==> config.mk <==
export PLATFORM = sky130hd
export DESIGN_NAME = serial_port_engine
export DESIGN_NICKNAME = d
export VERILOG_FILES = /design/src/rtl/sport_pkg.sv /design/src/rtl/sport_tx.sv /design/src/rtl/sport_rx.sv /design/src/rtl/serial_port_engine.sv
export SDC_FILE = /design/constraint.sdc
export NUM_CORES = 1
export LEC_CHECK = 0
export ABC_AREA = 1
export ABC_CLOCK_PERIOD_IN_PS = 3500
export BUFFER_PORTS_ARGS = -buffer_cell sky130_fd_sc_hd__buf_2
export CAP_MARGIN = 30
export CORE_ASPECT_RATIO = 0.6
export CORE_MARGIN = 2
export CORE_UTILIZATION = 65
export CTS_BUF_LIST = sky130_fd_sc_hd__clkbuf_8
export DETAILED_ROUTE_END_ITERATION = 16
export PLACE_DENSITY = 0.86
export SLEW_MARGIN = 20
export SYNTH_ARGS = -nofsm -noshare
export SYNTH_HDL_FRONTEND = slang
export SYNTH_SLANG_ARGS = --single-unit
==> constraint.sdc <==
create_clock -name clk_i -period 3.5 [get_ports clk_i]
set_clock_uncertainty 0.15 [all_clocks]
set_input_delay 0.7 -clock clk_i [delete_from_list [all_inputs] [get_ports clk_i]]
set_output_delay 0.7 -clock clk_i [all_outputs]
set_load 0.005 [all_outputs]
==> src/rtl/sport_pkg.sv <==
package sport_pkg;
  localparam int CB_TXF = 0;
  localparam int CB_RXF = 1;
  localparam int CB_RB9 = 2;
  localparam int CB_REN = 3;
  localparam int CB_MPC = 4;
  localparam int CB_IEN = 5;

  typedef enum logic [1:0] {TX_IDLE, TX_START, TX_DATA, TX_STOP} tx_state_e;
  typedef enum logic [1:0] {RX_IDLE, RX_START, RX_DATA, RX_STOP} rx_state_e;

  function automatic logic vote3(input logic [2:0] s);
    return (s[0] & s[1]) | (s[0] & s[2]) | (s[1] & s[2]);
  endfunction
endpackage

==> src/rtl/sport_tx.sv <==
module sport_tx
  import sport_pkg::*;
#(
  parameter int DATA_W = 8,
  parameter int OVS    = 16
) (
  input  logic              clk_i,
  input  logic              rst_ni,
  input  logic              tick_i,
  input  logic              load_i,
  input  logic [DATA_W-1:0] data_i,
  output logic              stop_start_o,
  output logic              txd_o
);
  localparam int CNT_W = $clog2(OVS);
  localparam int IDX_W = $clog2(DATA_W);

  tx_state_e         state_q;
  logic [CNT_W-1:0]  cnt_q;
  logic [IDX_W-1:0]  idx_q;
  logic [DATA_W-1:0] sh_q;
  logic              bit_end, busy;

  assign busy    = state_q != TX_IDLE;
  assign bit_end = tick_i && cnt_q == CNT_W'(OVS - 1);
  assign stop_start_o = bit_end && state_q == TX_DATA && idx_q == IDX_W'(DATA_W - 1);

  always_ff @(posedge clk_i or negedge rst_ni) begin
    if (!rst_ni) begin
      state_q <= TX_IDLE;
      cnt_q   <= '0;
      idx_q   <= '0;
      sh_q    <= '0;
    end else if (state_q == TX_IDLE) begin
      if (load_i) begin
        state_q <= TX_START;
        cnt_q   <= '0;
        sh_q    <= data_i;
      end
    end else if (tick_i) begin
      if (bit_end) begin
        cnt_q <= '0;
        unique case (state_q)
          TX_START: begin
            state_q <= TX_DATA;
            idx_q   <= '0;
          end
          TX_DATA: begin
            sh_q  <= sh_q >> 1;
            idx_q <= idx_q + 1'b1;
            if (idx_q == IDX_W'(DATA_W - 1)) state_q <= TX_STOP;
          end
          default: state_q <= TX_IDLE;
        endcase
      end else begin
        cnt_q <= cnt_q + 1'b1;
      end
    end
  end

  always_comb begin
    unique case (state_q)
      TX_START: txd_o = 1'b0;
      TX_DATA:  txd_o = sh_q[0];
      default:  txd_o = 1'b1;
    endcase
  end

  AST_TX_START_LOW: assert property (@(posedge clk_i) disable iff (!rst_ni)
    (load_i && !busy) |=> !txd_o);
  AST_TX_BUSY_IGNORE: assert property (@(posedge clk_i) disable iff (!rst_ni)
    (load_i && busy && !bit_end) |=> $stable(sh_q));
endmodule

==> src/rtl/sport_rx.sv <==
module sport_rx
  import sport_pkg::*;
#(
  parameter int DATA_W = 8,
  parameter int OVS    = 16
) (
  input  logic              clk_i,
  input  logic              rst_ni,
  input  logic              tick_i,
  input  logic              en_i,
  input  logic              rxd_i,
  output logic              done_o,
  output logic [DATA_W-1:0] data_o,
  output logic              stop_o
);
  localparam int CNT_W = $clog2(OVS);
  localparam int IDX_W = $clog2(DATA_W);
  localparam int VOTE_AT = OVS / 2 + 1;  // last of the three centre samples

  rx_state_e         state_q;
  logic [1:0]        sync_q;
  logic              prev_q;
  logic [1:0]        samp_q;
  logic [CNT_W-1:0]  cnt_q;
  logic [IDX_W-1:0]  idx_q;
  logic [DATA_W-1:0] sh_q;
  logic              stop_q, done_q;
  logic              line, vote, vote_pt;

  assign line    = sync_q[1];
  assign vote    = vote3({samp_q, line});
  assign vote_pt = tick_i && cnt_q == CNT_W'(VOTE_AT);

  always_ff @(posedge clk_i or negedge rst_ni) begin
    if (!rst_ni) begin
      sync_q  <= 2'b11;
      prev_q  <= 1'b1;
      samp_q  <= 2'b11;
      state_q <= RX_IDLE;
      cnt_q   <= '0;
      idx_q   <= '0;
      sh_q    <= '0;
      stop_q  <= 1'b1;
      done_q  <= 1'b0;
    end else begin
      sync_q <= {sync_q[0], rxd_i};
      done_q <= 1'b0;
      if (tick_i) begin
        prev_q <= line;
        samp_q <= {samp_q[0], line};
      end
      if (!en_i) begin
        state_q <= RX_IDLE;
      end else if (tick_i) begin
        if (state_q == RX_IDLE) begin
          if (prev_q && !line) begin
            state_q <= RX_START;
            cnt_q   <= '0;
          end
        end else begin
          cnt_q <= cnt_q + 1'b1;
          if (vote_pt) begin
            unique case (state_q)
              RX_START: if (vote) state_q <= RX_IDLE;  // false start
              RX_DATA:  sh_q <= {vote, sh_q[DATA_W-1:1]};
              default: begin
                stop_q  <= vote;
                done_q  <= 1'b1;
                state_q <= RX_IDLE;
              end
            endcase
          end
          if (cnt_q == CNT_W'(OVS - 1)) begin
            cnt_q <= '0;
            if (state_q == RX_START) begin
              state_q <= RX_DATA;
              idx_q   <= '0;
            end else if (state_q == RX_DATA) begin
              idx_q <= idx_q + 1'b1;
              if (idx_q == IDX_W'(DATA_W - 1)) state_q <= RX_STOP;
            end
          end
        end
      end
    end
  end

  assign done_o = done_q;
  assign data_o = sh_q;
  assign stop_o = stop_q;

  AST_RX_DONE_ENABLED: assert property (@(posedge clk_i) disable iff (!rst_ni)
    done_o |-> $past(en_i));
  AST_RX_DONE_PULSE: assert property (@(posedge clk_i) disable iff (!rst_ni)
    done_o |=> !done_o);
endmodule

==> src/rtl/serial_port_engine.sv <==
module serial_port_engine
  import sport_pkg::*;
#(
  parameter int DATA_W = 8,
  parameter int OVS    = 16
) (
  input  logic              clk_i,
  input  logic              rst_ni,
  input  logic              tick_i,
  input  logic              addr_i,
  input  logic              wr_i,
  input  logic [DATA_W-1:0] wdata_i,
  output logic [DATA_W-1:0] rdata_o,
  input  logic              rxd_i,
  output logic              txd_o,
  output logic              irq_o
);
  logic              txf_q, rxf_q, rb9_q, ren_q, mpc_q, ien_q;
  logic [DATA_W-1:0] rbuf_q;
  logic              tx_load, tx_stop_start;
  logic              rx_done, rx_stop, commit;
  logic [DATA_W-1:0] rx_data;
  logic              ctl_wr;

  assign tx_load = wr_i && !addr_i;
  assign ctl_wr  = wr_i && addr_i;

  sport_tx #(.DATA_W(DATA_W), .OVS(OVS)) u_tx (
    .clk_i        (clk_i),
    .rst_ni       (rst_ni),
    .tick_i       (tick_i),
    .load_i       (tx_load),
    .data_i       (wdata_i),
    .stop_start_o (tx_stop_start),
    .txd_o        (txd_o)
  );

  sport_rx #(.DATA_W(DATA_W), .OVS(OVS)) u_rx (
    .clk_i  (clk_i),
    .rst_ni (rst_ni),
    .tick_i (tick_i),
    .en_i   (ren_q),
    .rxd_i  (rxd_i),
    .done_o (rx_done),
    .data_o (rx_data),
    .stop_o (rx_stop)
  );

  // Acceptance gate: previous byte acknowledged, stop bit good when checked
  assign commit = rx_done && !rxf_q && (!mpc_q || rx_stop);

  always_ff @(posedge clk_i or negedge rst_ni) begin
    if (!rst_ni) begin
      txf_q  <= 1'b0;
      rxf_q  <= 1'b0;
      rb9_q  <= 1'b0;
      ren_q  <= 1'b0;
      mpc_q  <= 1'b0;
      ien_q  <= 1'b0;
      rbuf_q <= '0;
    end else begin
      if (ctl_wr) begin
        txf_q <= txf_q & wdata_i[CB_TXF];
        rxf_q <= rxf_q & wdata_i[CB_RXF];
        ren_q <= wdata_i[CB_REN];
        mpc_q <= wdata_i[CB_MPC];
        ien_q <= wdata_i[CB_IEN];
      end
      if (tx_stop_start) txf_q <= 1'b1;
      if (commit) begin
        rbuf_q <= rx_data;
        rb9_q  <= rx_stop;
        rxf_q  <= 1'b1;
      end
    end
  end

  always_comb begin
    rdata_o = '0;
    if (addr_i) begin
      rdata_o[CB_TXF] = txf_q;
      rdata_o[CB_RXF] = rxf_q;
      rdata_o[CB_RB9] = rb9_q;
      rdata_o[CB_REN] = ren_q;
      rdata_o[CB_MPC] = mpc_q;
      rdata_o[CB_IEN] = ien_q;
    end else begin
      rdata_o = rbuf_q;
    end
  end

  assign irq_o = ien_q & (txf_q | rxf_q);

  AST_TXF_AT_STOP: assert property (@(posedge clk_i) disable iff (!rst_ni)
    $rose(txf_q) |-> txd_o);
  AST_RXF_FROM_FRAME: assert property (@(posedge clk_i) disable iff (!rst_ni)
    $rose(rxf_q) |-> $past(rx_done));
  AST_RBUF_HELD: assert property (@(posedge clk_i) disable iff (!rst_ni)
    (rxf_q && $past(rxf_q)) |-> ($stable(rbuf_q) && $stable(rb9_q)));
  AST_MPC_REJECT: assert property (@(posedge clk_i) disable iff (!rst_ni)
    (rx_done && mpc_q && !rx_stop && !rxf_q) |=> !rxf_q);
  AST_IRQ_GATED: assert property (@(posedge clk_i) disable iff (!rst_ni)
    irq_o |-> ien_q);
endmodule

-- Word-level counts from Yosys, hierarchy flattened
Cells that the tools add are included.
- reductions and logical operators: 33
- equal/unequal tests: 14
- muxes and demuxes: 44
- bitwise gates (word level): 12
- $add $sub $neg: 4
- operators by type and width (kind ; number):
    2-to-1 mux 8 bit ; 5
    2-to-1 mux 2 bit ; 16
    2-to-1 mux 4 bit ; 7
    AND reduction 5 bit ; 3
    nonzero test 2 bit ; 7
    equality test 4 bit, second input constant ; 3
    AND reduction 4 bit ; 3
    logical AND 1 bit ; 9
    2-to-1 mux 1 bit ; 9
    adder 4 x 1 -> 4 bit, second input constant ; 2
    case mux 2 bit (2 select lines) ; 2
    adder 3 x 1 -> 3 bit, second input constant ; 2
    AND 1 bit ; 6
    equality test 3 bit, second input constant ; 2
    2-to-1 mux 3 bit ; 2
    2-to-1 mux 6 bit ; 1
    inequality test 2 bit, second input constant ; 3
    inequality test 3 bit, second input constant ; 2
    case mux 3 bit (2 select lines) ; 1
    equality test 2 x 1 -> 1 bit, second input constant ; 2
    equality test 2 bit, second input constant ; 2
    logical NOT 1 bit ; 4
    logical NOT 2 bit ; 2
    AND reduction 2 bit ; 2
    6 further kinds ; 10
- output and inout port bits: 10
- input bits: 14
- logic and storage cells: 127
- register bits: 55

-- Longest topological paths before layout
Gate-level depths: netlist (run 1).
- depth after elaboration: 13
- mapped depth: 11
- mapped depth without buffers: 11

-- Cells and area by module
A second synthesis (run 1) with hierarchy kept.
- cell total of the unflattened synthesis: 323
- area, all modules: 2830.2 sq um
- by module, submodules not included (module ; sequential area each (sq um) ; area each (sq um) ; times used ; cells each):
    sport_rx ; 581.8 ; 1166.1 ; 1 ; 111
    sport_tx ; 425.4 ; 984.7 ; 1 ; 125
    serial_port_engine ; 350.3 ; 679.4 ; 1 ; 87

-- Least setup slack after synthesis (run 1)
No wires, ideal clock.
- kind: input -> output
- from: in addr_i
- to: out rdata_o[1]
- path slack: 1.600 ns
- data arrival time: 1.050 ns
- stages: 3
- buffers on the path: 1
- path through: buf_6 -> inv_2 -> o21ai_0
- word-level cells in the longest chain between the ends: 1
- RTL lines (element ; RTL line ; source):
    start: declaration ; serial_port_engine.sv:10 ; input logic addr_i,
    2-to-1 mux 6 bit ; serial_port_engine.sv:80 ; if (addr_i) begin
    end: declaration ; serial_port_engine.sv:13 ; output logic [DATA_W-1:0] rdata_o,
Every way passes these cells.

-- Worst setup path after layout (run 1)
- from: reg u_tx.state_q[0]
- to: out txd_o
- word-level cells in the longest chain between the ends: 2
- elaborated cells between the ends (all ways): 3
- classes of those cells: 2 x eq/ne; 1 x mux
- RTL lines (element ; RTL line ; source):
    start: declaration ; sport_tx.sv:18 ; tx_state_e state_q;
    start signal: assignment ; sport_tx.sv:30 ; state_q <= TX_IDLE;
    start signal: assignment ; sport_tx.sv:36 ; state_q <= TX_START;
    start signal: assignment ; sport_tx.sv:45 ; state_q <= TX_DATA;
    equality test 2 bit or equality test 2 x 1 -> 1 bit (tied branches) ; sport_tx.sv:62 ; unique case (state_q)
    case mux 1 bit (2 select lines) * ; sport_tx.sv:62 ;
    end: declaration ; serial_port_engine.sv:15 ; output logic txd_o,
Every way passes the cells marked *; elsewhere a longest branch is shown, timed or not.

==> results of run 1 <==
## power groups by stage
stage | clock, µW | combinational [µW] | sequential, µW
floorplan | 0 | 365 | 767
global placement | 0 | 448 | 779
detailed placement | 0 | 465 | 782
CTS | 457 | 466 | 770
global route | 476 | 542 | 781
finish | 447 | 467 | 771
## cells by family after synthesis
kind of cell	count (synthesis)	synth area share, %
and+or+nand+nor	124	19.8
AOI/OAI and AO/OA	67	14.3
DFF	54	50.4
buffers and inverters	52	7.94
adders and majority gates	15	6.96
xor gates and xnor gates	2	0.650
## area by class of cell
class	instances	area, µm²	share of cell area (%)
flip-flops and latches	54	1360	45.3
clock buffers	6	82.6	2.76
repair buffers	26	150	5.01
clock inverters	2	38.8	1.30
multi-input cells	208	1120	37.5
well taps	50	62.6	2.09
inverters	47	179	5.98
## registers in the layout, indices dropped and copies added (netlist names), 3 cells and up
signal       cells
u_tx.sh_q        8
u_tx.cnt_q       4
u_rx.data_o      8
u_rx.idx_q       3
rbuf_q           8
u_tx.idx_q       3
u_rx.cnt_q       4
## worst register-to-register path: cells and delay by family, from the launching register on
family                   cells  cell delay (ns)
flip-flops                   1             0.40
adder cells (fa/ha/maj)      1             0.48
AND/OR/NAND/NOR              4             0.57
AO/OA/AOI/OAI                2             0.21
buffers and inverters        2             0.20
## layer usage
metal	wire length [µm]	GRT usage, %	up-vias
met4	68	6.92	0
met1	2650	34.2	967
met2	2100	35.4	36
met3	169	5.52	5
li1	-	-	1058
met5	0	0	-
## cells in the mapped netlist (3+ instances only)
cell                        n
sky130_fd_sc_hd__dfrtp_1   49
sky130_fd_sc_hd__inv_1     43
sky130_fd_sc_hd__ha_1      15
sky130_fd_sc_hd__nor2_1    14
sky130_fd_sc_hd__nand2_1   86
sky130_fd_sc_hd__inv_2      3
sky130_fd_sc_hd__dfstp_2    5
sky130_fd_sc_hd__o21ai_0   48
sky130_fd_sc_hd__a21oi_1    7
sky130_fd_sc_hd__o21ai_2    4
sky130_fd_sc_hd__o211ai_1   3
sky130_fd_sc_hd__nand3_1   15
## worst min path at each step
stage,start,endpoint,slack (ns)
finish,rst_ni,u_tx.cnt_q[1],0.09
global route,rst_ni,u_rx.state_q[0],0.09
CTS,u_rx.sync_q[0],u_rx.sync_q[1],0.21
detailed placement,u_rx.sync_q[0],u_rx.sync_q[1],0.20
global placement,u_rx.sync_q[0],u_rx.sync_q[1],0.20
floorplan,u_rx.sync_q[0],u_rx.sync_q[1],0.20
## stage by stage
step | hold WS (ns) | total power, µW | instances
2_1_floorplan | 0.195 | 1130 | 314
3_3_place_gp | 0.196 | 1230 | 384
3_5_place_dp | 0.198 | 1250 | 384
4_1_cts | 0.213 | 1690 | 392
5_1_grt | 0.0937 | 1800 | 393
6_report | 0.0945 | 1690 | 393
## cells in the final DEF (no fill, tap or decap), types with 2 or more instances in the layout
cell                        n
sky130_fd_sc_hd__clkbuf_8   6
sky130_fd_sc_hd__inv_2      3
sky130_fd_sc_hd__xor2_1     2
sky130_fd_sc_hd__nand3_1   15
sky130_fd_sc_hd__buf_2     23
sky130_fd_sc_hd__a21oi_1    7
sky130_fd_sc_hd__inv_1     43
sky130_fd_sc_hd__nor3_1     2
sky130_fd_sc_hd__nor2_1    14
sky130_fd_sc_hd__o21ai_0   48
sky130_fd_sc_hd__ha_1      15
sky130_fd_sc_hd__nand2_1   86
sky130_fd_sc_hd__dfstp_2    5
sky130_fd_sc_hd__buf_4      2
sky130_fd_sc_hd__dfrtp_1   49
sky130_fd_sc_hd__o211ai_1   3
sky130_fd_sc_hd__o21ai_2    4
==> metrics.yaml, run 1 <==
status:
  run_status: "finished, final reports clean"
placement:
  post_dp_cell_area_um2: 2850
  detailedPlacementHpwl_um: 3680
  portBuffers: 23
  routabilityCongestion: 0.858
  dp_worst_setup_slack_ns: 1.38
power_and_ir_drop:
  internal_cell_power_uw: 1110
  switching_share_pct: 33.9
  ir_drop_uv: 357
  power.share.sequential_pct: 45.7
  p_comb_share_pct: 27.7
  cell_pwr_density_nw_per_um2: 563
  leakage_uw: 0.00157
  net-switching-power_uw: 571
  share_clk_of_total_power_pct: 26.5
critical_path:
  r2r_start: "u_tx.state_q[0]"
  crit_fanout: 8
  reg2reg_depth: 9
  cp_data_required_time_ns: 2.65
  worst_r2r_endpoint: "u_tx.sh_q[0]"
  timing.critical_path.max_delay_family: "flip-flops"
  worstSetupStartpoint: "u_tx.state_q[0]"
  end_kind: "primary output"
  crit_chain: "inv_1 -> ha_1 -> nand2_1 -> o21ai_0 -> buf_2"
  reg2reg_slack_ns: 1.39
  cp-start-kind: "flop"
  setup.worst_path.class: "flop to primary output"
  timing.critical_path.slowest_stage_cell: "sky130_fd_sc_hd__dfrtp_1"
  cp_num_cells: 5
  sum_of_buffers_and_inverters_on_the_critical_path: 2
  cpPeakStageDelay_ns: 0.40
  worst-endpoint-arrival_ns: 1.42
  timing.critical_path.to: "txd_o"
floorplanning:
  initial_utilization_pct: 66.5
  die_w_um: 87.1
  core.rowCount: 18
  die_height_um: 53.9
  die-area_um2: 4690
  num_ports: 24
  core_area_um2: 4050
timing:
  slew_violations: 0
  finalCriticalPeriod_ns: 2.27
  finalCritPeriodShare_pct: 64.8
  finalHoldViolations: 0
  layout_setup_ws_ns: 1.23
  rsz_0062_raised_after_global_routing: "no"
  max_slew_margin_pct: 59.8
  maximum_clock_rate_mhz: 441
  transition_at_the_pin_with_the_smallest_max_transition_slack_ns: 0.602
  final_setup_violations: 0
  timing.setup.tns_ns: 0
global_route:
  grt_overflow: 0
  via_count_of_the_first_global_routing_pass: 1801
  antenna_violations_before_repair: 0
  first_pass_grt_wire_length_um: 8220
  track_usage_pct: 23.4
  grt_max_degree: 42
drt:
  routedWlPerCell_um: 12.7
  route.detailed.vias_per_inst: 5.26
  drcViolationCount: 0
  detail_route.wirelength_um: 4990
  antenna_violating_nets_post_route: 0
  drt_first_iter_violations: 99
  firstDrtPassIters: 5
  number_of_vias_after_detailed_routing: 2066
yosys:
  ys_top_cells_by_area: "sky130_fd_sc_hd__dfrtp_1, sky130_fd_sc_hd__nand2_1, sky130_fd_sc_hd__o21ai_0"
  yosys_most_used_dff: "sky130_fd_sc_hd__dfrtp_1"
  post_synth_instance_area_um2: 2700
  synth_top_cell_area_share_pct: 45.5
  average_cell_area_after_synthesis_um2: 8.58
  warnings_synthesis: 0
  syn_nets: 343
  synth_seq_area_share_pct: 50.4
  post_synth_inst_count: 314
  postSynth.asyncResetShare_pct: 100
  ys_seq_elements: 54
  yosysUniqueCellTypes: 30
  yosys.area.top_type: "sky130_fd_sc_hd__dfrtp_1"
  synth-edff-count: 0
clock_tree:
  htree_levels: 2
  numClockSinks: 54
  cts_root_buf: "sky130_fd_sc_hd__clkbuf_8"
  ctsLongestPathBuffers: 2
  cts_repair_resize_count: 0
  ctsHoldBuffers: 0
  post-cts-setup-buffers: 0
  worstSkewPairLatency_ns: 0.32
  clock_tree_from_tritoncts: "yes"
  tritoncts.num_buffers: 5
  clk_transition_reported_paths_ns: 0.10
job:
  cap_viol_max_count: 0
finish:
  fillCellCount: 290
  post_route_cells_drive_above_1_share_pct: 15.7
  layout_cell_area_excl_fill_um2: 2990
  area_growth_pct: 11.1
  final_util_pct: 73.9
  nets: 371
  insertedDiodeCount: 0
min_path:
  hold_class: "input port to async pin"
Power figures use the tool's default switching activity.
==> inputs of run 2 (changes only) <==
- ABC_AREA: 1 -> 0
- ABC_CLOCK_PERIOD_IN_PS: 3500 -> 2000
- CORE_UTILIZATION: 65 -> 56
- PLACE_DENSITY: 0.86 -> 0.79
- clock period: 3.5 -> 2 ns (I/O delays scaled with it)
==> run 2 against run 1 <==
Effect of this change:
- hold slack worse by 0.070 ns
- register-to-register slack worse by 1.3 ns
- critical path depth rose by 1
- largest cell class unchanged
- cell count fell by 16%
- highest routed layer unchanged
- sequential cell count is the same
- clock power rose by 34%
- power up 68%
- critical endpoint unchanged
==> metrics.yaml, run 2 <==
status:
  run_status: "finished, final reports clean"
timing:
  transition_at_the_pin_with_the_smallest_max_transition_slack_ns: 0.407  # -0.194 ns
  slew_violations: 0  # unchanged
  final_setup_violations: 0  # unchanged
  finalCriticalPeriod_ns: 1.92
  rsz_0062_raised_after_global_routing: "no"
  finalHoldViolations: 0  # unchanged
  layout_setup_ws_ns: 0.0773  # -1.15 ns
  maximum_clock_rate_mhz: 520
  max_slew_margin_pct: 72.9  # +13 points
  timing.setup.tns_ns: 0  # unchanged
  finalCritPeriodShare_pct: 96.1
floorplanning:
  initial_utilization_pct: 59.3  # -7.2 points
  die_height_um: 58.4  # +8.4%
  die_w_um: 94.7  # +8.7%
  num_ports: 24  # unchanged
  core_area_um2: 4660  # +15%
  core.rowCount: 19  # +1
  die-area_um2: 5530  # +18%
yosys:
  yosys_most_used_dff: "sky130_fd_sc_hd__dfrtp_1"
  synth_most_common_cell: "sky130_fd_sc_hd__dfrtp_1"
  average_cell_area_after_synthesis_um2: 11.9  # +38%
  yosysUniqueCellTypes: 51  # +70%
  post_synth_inst_count: 233  # -26%
  ys_seq_elements: 54  # unchanged
  ys_top_cells_by_area: "sky130_fd_sc_hd__dfrtp_1, sky130_fd_sc_hd__mux2_2, sky130_fd_sc_hd__ha_1"
  syn_nets: 262  # -24%
  synth_common_cells: "sky130_fd_sc_hd__dfrtp_1, sky130_fd_sc_hd__nand2_1, sky130_fd_sc_hd__mux2_2, sky130_fd_sc_hd__ha_1"
  yosys.area.top_type: "sky130_fd_sc_hd__dfrtp_1"
  synth-edff-count: 0  # unchanged
  synth_seq_area_share_pct: 49.1  # -1.2 points
  post_synth_instance_area_um2: 2760  # +2.5%
  synth_top_cell_area_share_pct: 44.4  # -1.1 points
  postSynth.asyncResetShare_pct: 100  # unchanged
  warnings_synthesis: 0  # unchanged
global_route:
  via_count_of_the_first_global_routing_pass: 1861  # +3.3%
  grt_overflow: 0  # unchanged
  grt.met1_usage_pct: 31.3  # -2.9 points
  grt_use_met2_pct: 31.3  # -4.1 points
  grt_busiest_layer: "met1"
  antenna_violations_before_repair: 0  # unchanged
  grt_max_degree: 30  # -29%
  first_pass_grt_wire_length_um: 8810  # +7.2%
  track_usage_pct: 21.2  # -2.3 points
  grt_use_met3_pct: 4.99  # -0.53 points
drt:
  drcViolationCount: 0  # unchanged
  number_of_vias_after_detailed_routing: 1872  # -9.4%
  route.detailed.vias_per_inst: 5.67  # +7.9%
  detail_route.wirelength_um: 5160  # +3.4%
  routedWlPerCell_um: 15.6  # +23%
  drt_first_iter_violations: 68  # -31%
  antenna_violating_nets_post_route: 0  # unchanged
  firstDrtPassIters: 4  # -1
power_and_ir_drop:
  leakage_uw: 0.00149  # -5.4%
  ir_drop_uv: 542  # +52%
  cell_pwr_density_nw_per_um2: 913  # +62%
clock_tree:
  numClockSinks: 54  # unchanged
  worstSkewPairLatency_ns: 0.31  # about the same
  clk_transition_reported_paths_ns: 0.09  # about the same
  tritoncts.num_buffers: 5  # unchanged
  post-cts-setup-buffers: 0  # unchanged
  ctsLongestPathBuffers: 2  # unchanged
  htree_levels: 2  # unchanged
  cts_root_buf: "sky130_fd_sc_hd__clkbuf_8"
  clock_tree_from_tritoncts: "yes"
placement:
  post_dp_cell_area_um2: 3000  # +5.2%
  dp_worst_setup_slack_ns: 0.0567  # -1.32 ns
  routabilityCongestion: 0.893  # +4.1%
  detailedPlacementHpwl_um: 3850  # +4.7%
  portBuffers: 23  # unchanged
finish:
  final_util_pct: 66.6  # -7.2 points
  multi_input_comb_area_um2: 1310  # +16%
  nets: 296  # -20%
  most_frequent_cells_in_the_layout: "sky130_fd_sc_hd__dfrtp_1, sky130_fd_sc_hd__nand2_1, sky130_fd_sc_hd__mux2_2"
  area_growth_pct: 12.4
  post_route_cells_drive_above_1_share_pct: 34.1  # +18 points
  insertedDiodeCount: 0  # unchanged
  layout_cell_area_excl_fill_um2: 3100  # +3.7%
  final_common_cell: "sky130_fd_sc_hd__dfrtp_1"
  fillCellCount: 366  # +26%
  layout.area.seq_um2: 1360  # unchanged
critical_path:
  end_kind: "primary output"
  worst-endpoint-arrival_ns: 1.37  # -0.05 ns
  cp_data_required_time_ns: 1.45  # -1.20 ns
  worstSetupStartpoint: "u_tx.state_q[0]"
  setup.worst_path.class: "flop to primary output"
  crit_fanout: 8  # unchanged
  r2r_start: "u_rx.state_q[1]"
  cp-start-kind: "flop"
min_path:
  hp-start: "rxd_i"
  hold_class: "input port to flop"
job:
  cap_viol_max_count: 0  # unchanged
## run 2: changes by cell type after synthesis, moves of 10 or more
cell,change
sky130_fd_sc_hd__mux2i_1,+10
sky130_fd_sc_hd__o21ai_0,-38
sky130_fd_sc_hd__inv_1,-33
sky130_fd_sc_hd__nor2_1,-10
sky130_fd_sc_hd__mux2_2,+25
sky130_fd_sc_hd__nand3_1,-10
sky130_fd_sc_hd__nand2_1,-60
## run 2: stage by stage
stage | std cells | power [µW] | hold slack [ns]
2_1_floorplan | 233 | 1980 | -0.0456
3_3_place_gp | 322 | 2200 | 0.197
3_5_place_dp | 322 | 2240 | 0.197
4_1_cts | 330 | 2850 | 0.0181
5_1_grt | 330 | 3020 | 0.00829
6_report | 330 | 2830 | 0.0249
## run 2: area by class of cell
class	instances	area share, %
timing repair buffer	37	7.70
inverter	10	1.21
multi-input combinational	159	42.2
clock inverter	2	0.443
sequential	54	43.7
tap	63	2.54
clock buffer	5	2.22
## run 2: where the power goes
group / switching (µW) / internal (µW)
Combinational: 432 / 376
Sequential: 158 / 1270
Clock: 356 / 243
Total: 947 / 1890
## run 2: cells by family (layout without fill, tap and decap cells)
group / Yosys count / in the layout / synth area share, %
AO/OA/AOI/OAI: 42 / 42 / 11.3
buffers and inverters: 20 / 54 / 3.71
adder cells (fa/ha/maj): 16 / 16 / 7.16
flip-flops: 54 / 54 / 49.1
XOR/XNOR: 1 / 1 / 0.317
multiplexers: 41 / 41 / 16.9
AND/OR/NAND/NOR: 59 / 59 / 11.4
## run 2: per-layer routing
layer / vias up / wire length, µm
li1: 895 / -
met1: 937 / 2560
met2: 33 / 2330
met3: 7 / 206
met4: 0 / 56
met5: - / 0
## run 2: path summary, 6_finish.rpt
kind                                        to  slack (ns)  cells after the start
max in group asynchronous       u_rx.sync_q[1]        0.74                      3
worst max-delay path                     txd_o        0.08                      6
min in group asynchronous        u_tx.idx_q[2]        0.39                      2
worst min register to register  u_rx.sync_q[1]        0.21                      0
worst max register to register   u_rx.cnt_q[3]        0.14                      7
worst min-delay path            u_rx.sync_q[0]        0.02                      1
## run 2: what timing repair did
item | in CTS | in global routing
setup endpoints to repair | 0 | 4
endpoints found under the hold margin | 13 | 0
hold buffers | 1 | 0
gates resized for setup | 0 | 3
## run 2: critical path: stages (launching register included)
cell and delay [ns]:
sky130_fd_sc_hd__dfrtp_1 0.39, sky130_fd_sc_hd__inv_1 0.11, sky130_fd_sc_hd__ha_2 0.20, sky130_fd_sc_hd__buf_6 0.13
sky130_fd_sc_hd__nand2_1 0.05, sky130_fd_sc_hd__o21ai_0 0.06, sky130_fd_sc_hd__buf_2 0.13
